### src/rtl/bcd_calendar.sv
module bcd_calendar #(
  parameter int ADJ_CYCLES = 4
) (
  input  logic       clk,
  input  logic       rst_n,
  input  logic       mode24_i,
  input  logic       tick_i,
  input  logic       hold_i,
  input  logic       adj_req_i,
  input  logic       wr_en_i,
  input  logic [3:0] wr_addr_i,
  input  logic [3:0] wr_data_i,
  input  logic [3:0] rd_addr_i,
  output logic [3:0] rd_data_o,
  output logic       adj_busy_o,
  output logic       sec_carry_o,
  output logic       min_carry_o,
  output logic       hour_carry_o
);
  localparam int CW = $clog2(ADJ_CYCLES) + 1;

  logic [3:0] s1, m1, h1, d1, mo1, y1, y10;
  logic [2:0] s10, m10, wd;
  logic [1:0] h10, d10;
  logic       mo10, pm, pend, busy;
  logic [CW-1:0] cnt;
  logic       sec_q, min_q, hr_q;
  logic [5:0] day_b, dim;
  logic [4:0] mo_b;
  logic [7:0] yr_b;

  wire fire    = busy && (cnt == CW'(ADJ_CYCLES - 1));
  wire do_sec  = !hold_i && (tick_i || pend) && !fire;
  wire s_last  = (s1 >= 4'd9) && (s10 >= 3'd5);
  wire m_last  = (m1 >= 4'd9) && (m10 >= 3'd5);
  wire adj_up  = fire && (s10 >= 3'd3);
  wire min_inc = (do_sec && s_last) || adj_up;
  wire hr_inc  = min_inc && m_last;
  wire h_last  = mode24_i ? (h10 == 2'd2 && h1 >= 4'd3)
                          : (h10 == 2'd1 && h1 == 4'd1 && pm);
  wire day_inc = hr_inc && h_last;

  assign day_b = {4'b0, d10} * 6'd10 + {2'b0, d1};
  assign mo_b  = mo10 ? 5'd10 + {1'b0, mo1} : {1'b0, mo1};
  assign yr_b  = {4'b0, y10} * 8'd10 + {4'b0, y1};
  wire leap    = (yr_b[1:0] == 2'd0);

  always_comb begin
    case (mo_b)
      5'd2:                       dim = leap ? 6'd29 : 6'd28;
      5'd4, 5'd6, 5'd9, 5'd11:    dim = 6'd30;
      default:                    dim = 6'd31;
    endcase
  end

  wire mo_inc = day_inc && (day_b >= dim);
  wire yr_inc = mo_inc && (mo_b >= 5'd12);

  always_ff @(posedge clk or negedge rst_n) begin
    if (!rst_n) begin
      s1 <= '0; s10 <= '0; m1 <= '0; m10 <= '0;
      h1 <= '0; h10 <= '0; pm <= 1'b0;
      d1 <= 4'd1; d10 <= '0; mo1 <= 4'd1; mo10 <= 1'b0;
      y1 <= '0; y10 <= '0; wd <= '0;
      pend <= 1'b0; busy <= 1'b0; cnt <= '0;
      sec_q <= 1'b0; min_q <= 1'b0; hr_q <= 1'b0;
    end else begin
      pend  <= (pend || tick_i) && !do_sec;
      sec_q <= do_sec;
      min_q <= min_inc;
      hr_q  <= hr_inc;

      if (fire) begin
        busy <= 1'b0;
      end else if (busy) begin
        cnt <= cnt + CW'(1);
      end else if (adj_req_i) begin
        busy <= 1'b1;
        cnt  <= '0;
      end

      if (fire) begin
        s1 <= '0; s10 <= '0;
      end else if (do_sec) begin
        if (s_last) begin
          s1 <= '0; s10 <= '0;
        end else if (s1 >= 4'd9) begin
          s1 <= '0; s10 <= s10 + 3'd1;
        end else s1 <= s1 + 4'd1;
      end

      if (min_inc) begin
        if (m_last) begin
          m1 <= '0; m10 <= '0;
        end else if (m1 >= 4'd9) begin
          m1 <= '0; m10 <= m10 + 3'd1;
        end else m1 <= m1 + 4'd1;
      end

      if (hr_inc) begin
        if (mode24_i) begin
          if (h_last) begin
            h1 <= '0; h10 <= '0;
          end else if (h1 >= 4'd9) begin
            h1 <= '0; h10 <= h10 + 2'd1;
          end else h1 <= h1 + 4'd1;
        end else begin
          if (h10 == 2'd1 && h1 == 4'd2) begin
            h10 <= '0; h1 <= 4'd1;
          end else if (h10 == 2'd1 && h1 == 4'd1) begin
            h1 <= 4'd2; pm <= !pm;
          end else if (h1 >= 4'd9) begin
            h1 <= '0; h10 <= h10 + 2'd1;
          end else h1 <= h1 + 4'd1;
        end
      end

      if (day_inc) begin
        wd <= (wd >= 3'd6) ? 3'd0 : wd + 3'd1;
        if (mo_inc) begin
          d1 <= 4'd1; d10 <= '0;
        end else if (d1 >= 4'd9) begin
          d1 <= '0; d10 <= d10 + 2'd1;
        end else d1 <= d1 + 4'd1;
      end

      if (mo_inc) begin
        if (yr_inc) begin
          mo1 <= 4'd1; mo10 <= 1'b0;
        end else if (mo1 >= 4'd9) begin
          mo1 <= '0; mo10 <= 1'b1;
        end else mo1 <= mo1 + 4'd1;
      end

      if (yr_inc) begin
        if (y1 >= 4'd9) begin
          y1  <= '0;
          y10 <= (y10 >= 4'd9) ? 4'd0 : y10 + 4'd1;
        end else y1 <= y1 + 4'd1;
      end

      if (wr_en_i) begin
        case (wr_addr_i)
          4'h0: s1   <= wr_data_i;
          4'h1: s10  <= wr_data_i[2:0];
          4'h2: m1   <= wr_data_i;
          4'h3: m10  <= wr_data_i[2:0];
          4'h4: h1   <= wr_data_i;
          4'h5: begin
            h10 <= wr_data_i[1:0];
            if (!mode24_i) pm <= wr_data_i[2];
          end
          4'h6: d1   <= wr_data_i;
          4'h7: d10  <= wr_data_i[1:0];
          4'h8: mo1  <= wr_data_i;
          4'h9: mo10 <= wr_data_i[0];
          4'hA: y1   <= wr_data_i;
          4'hB: y10  <= wr_data_i;
          4'hC: wd   <= wr_data_i[2:0];
          default: ;
        endcase
      end
    end
  end

  always_comb begin
    case (rd_addr_i)
      4'h0: rd_data_o = s1;
      4'h1: rd_data_o = {1'b0, s10};
      4'h2: rd_data_o = m1;
      4'h3: rd_data_o = {1'b0, m10};
      4'h4: rd_data_o = h1;
      4'h5: rd_data_o = {1'b0, pm && !mode24_i, h10};
      4'h6: rd_data_o = d1;
      4'h7: rd_data_o = {2'b0, d10};
      4'h8: rd_data_o = mo1;
      4'h9: rd_data_o = {3'b0, mo10};
      4'hA: rd_data_o = y1;
      4'hB: rd_data_o = y10;
      4'hC: rd_data_o = {1'b0, wd};
      default: rd_data_o = 4'h0;
    endcase
  end

  assign adj_busy_o   = busy;
  assign sec_carry_o  = sec_q;
  assign min_carry_o  = min_q;
  assign hour_carry_o = hr_q;
endmodule


### config.mk
export PLATFORM = sky130hd
export DESIGN_NAME = bcd_calendar
export DESIGN_NICKNAME = d
export VERILOG_FILES = /design/src/rtl/bcd_calendar.sv
export SDC_FILE = /design/constraint.sdc
export NUM_CORES = 1
export LEC_CHECK = 0
export BUFFER_PORTS_ARGS = -buffer_cell sky130_fd_sc_hd__buf_2
export CAP_MARGIN = 20
export CORE_ASPECT_RATIO = 0.75
export CORE_MARGIN = 4
export CORE_UTILIZATION = 55
export DETAILED_ROUTE_END_ITERATION = 16
export GPL_ROUTABILITY_DRIVEN = 1
export PLACE_DENSITY = 0.75
export SETUP_SLACK_MARGIN = 0.4
export SLEW_MARGIN = 5
export SYNTH_ARGS = -nofsm -noshare
export SYNTH_HDL_FRONTEND = slang
export SYNTH_SLANG_ARGS = --single-unit
### constraint.sdc
create_clock -name clk -period 4.25 [get_ports clk]
set_clock_uncertainty 0.05 [all_clocks]
set_input_delay 0.2125 -clock clk [delete_from_list [all_inputs] [get_ports clk]]
set_output_delay 0.2125 -clock clk [all_outputs]
set_load 0.1 [all_outputs]
==> run metrics <==
outcome complete, but fails checks; violated checks negative hold slack; Syn Area/Cell 8.05 um2; final hold vios 29; post-route ant nets 0; Initial Util 0.572; Core ar. 7430 um2; worst-skew pair later-pin latency 0.30 ns; Max Transition Viols Final 0; Die Wd 110 um; clk buf depth 2; DP HPWL 8420 um; Synth area leaders dfrtp_1 29%, ha_1 12%, nor2_1 6.4%; number of synthesized register bits 51; cts bufs inserted 5; Rows 27; ys async rst share 1.00; Setup Slack @ Placement 0.385 ns; worst slew pin tran 0.823 ns; Starting DRT DRC Count 547; setup-violating endpoint count in the final report 0; setup_tns 0 ns; WP data required 4.42 ns; All-Layer GR Usage 0.257; GR peak layer met1; # IOs 27; Synth Instances 528; WS Path Type flip-flop to flip-flop; full die area 9220 um2; Top delay family on crit path simple AND/OR/NAND/NOR gates; ys flop type dfrtp_1; vias 4,159; vias in the first global route 3,778; WP buf/inv 0; Final nets 602; Final Cycle Share 0.853; Antenna Cells 0; min Tclk post-route 3.62 ns; RSZ-0062 raised after global routing false; via density per instance 6.46; Synth Cell Area 4250 um2; die height 84.1 um; worst setup margin 0.626 ns; commonest cells in the netlist 72 x nor2_1, 49 x dfrtp_1, 46 x nand2_1; max incr delay on CP 0.55 ns; share of layout cells above drive strength 1 0.107; Hold WC Path Type input pin to asynchronous set/reset pin; root buffer cell clkbuf_8; area leader, netlist dfrtp_1; Synthesized Nets 588; share of the synthesized area in the top cell type 0.288; DRC errors left 0; sequential share of the synthesized area 0.301; relative slew slack 0.449; H-tree levels 2; worst-path cell chain ha_1 > nor2_1 > a31oi_1 > nor3_1 > o21ai_0 > o21ai_0 > a21oi_1 > ha_1 > nand2b_1 > a21oi_1 > o31ai_4 > nand4_4 > or4_1 > a31oi_1; met1 Use GR 0.392; startpoint types flip-flop; yosys warns 0; Routability Congestion 0.970; initial antenna violation count 0; Setup crit end kind flip-flop; Critical Path AT 3.80 ns; DR pass1 iterations 6; GR met3 Demand/Resource 0.0469; global route overflow 0; placed cell area 4410 um2; CP max FO 10; Reg clk slew, reported paths 0.10 ns; worst hold slack -0.0335 ns; Post-synth EDFFs 0; max cap viols 0; Routed WL 11,800 um; first-pass GRT wire length 19,000 um; count leader, synth nor2_1; Pleak 2.01 nW; CTS tree yes; Max rail drop VDD 0.362 mV; wire length per cell 18.4 um; power density over the cells 525 nW/um2; clk sinks 51; PortBufs 26; design area 4590 um2; largest net degree at the start of global routing 52; area grow syn2layout 7.95%; post-synth cell types 60; Slowest cell on crit path or4_1; f_max 0.276 GHz; met2 usage 0.374
## layer usage
metal	part of all wire	routed length (um)
met5	0	0
met4	0.020	235
met3	0.11	1250
met2	0.43	5050
met1	0.45	5310
## power by group
group / total, mW / internal (mW) / switching [mW]
sequential: 0.906 / 0.642 / 0.264
clock: 0.359 / 0.191 / 0.168
combinational: 1.14 / 0.455 / 0.688
total: 2.41 / 1.29 / 1.12
## cell type report
class                   instances  area, um2
clock inverters                 2       35.0
flip-flops and latches         51       1280
repair buffers                 31        168
clock buffers                   6       82.6
well taps                     101        126
multi-input cells             419       2770
inverters                      34        128
fillers                       679       2840
## what timing repair did
item / in CTS / in global routing
setup endpoints to repair: 4 / 6
resized for setup: 2 / 2
pin swaps: 0 / 3
cloned: 0 / 1
hold buffers: 0 / 0
endpoints found under the hold margin: 0 / 0
setup buffers: 0 / 3
## registers in the layout, summed over array words and instances (netlist names), 2 cells and up
name / flops
y10: 4
m1: 4
wd: 3
h1: 4
s1: 4
h10: 2
d10: 2
y1: 4
cnt: 3
s10: 3
m10: 3
d1: 4
mo1: 4
## logic make-up (layout without fill, tap and decap cells)
family	after synthesis	in the layout	share of synthesized area
simple gates	195	196	0.227
compound gates	159	159	0.240
buf+inv	59	73	0.0568
flops	51	51	0.301
fa+ha+maj	41	41	0.122
mux	15	15	0.0365
xor+xnor	8	8	0.0165
## through the flow
stage | total power [mW] | instances | utilization
after CTS | 2.36 | 640 | 0.610
after floorplan | 1.70 | 528 | -
final | 2.41 | 644 | 0.618
after detailed placement | 1.99 | 632 | 0.593
after global routing | 2.60 | 644 | 0.618
after global placement | 1.94 | 632 | 0.593
## placed cells by master, fill, tap and decap left out, drive strengths merged, types with 7 or more instances in the layout
master,instances
dfrtp,49
a22o,7
nor2,72
nor3,9
nand2,46
nand3,14
o21ai,39
mux2i,11
ha,40
buf,31
a21oi,33
inv,34
nor2b,9
o21a,7
a31oi,27
## worst reg2reg max path, cell delays in order (launching register included)
cell	delay [ns]
dfrtp_1	0.49
ha_1	0.38
nor2_1	0.11
a31oi_1	0.09
nor3_1	0.23
o21ai_0	0.16
o21ai_0	0.11
a21oi_1	0.06
ha_1	0.27
nand2b_1	0.09
a21oi_1	0.14
o31ai_4	0.36
nand4_4	0.26
or4_1	0.55
a31oi_1	0.20
## worst paths after layout
kind	cells after the start	from	slack, ns	end
min in group clk	2	adj_req_i	0.08	cnt[0]
hold reg to reg	1	cnt[2]	0.48	cnt[2]
setup / recovery	14	mo1[1]	0.63	y1[1]
setup reg to reg	14	mo1[1]	0.63	y1[1]
hold / removal	2	rst_n	-0.03	hour_carry_o
max in group asynchronous	2	rst_n	3.71	wd[0]
Power figures use the tool's default switching activity.
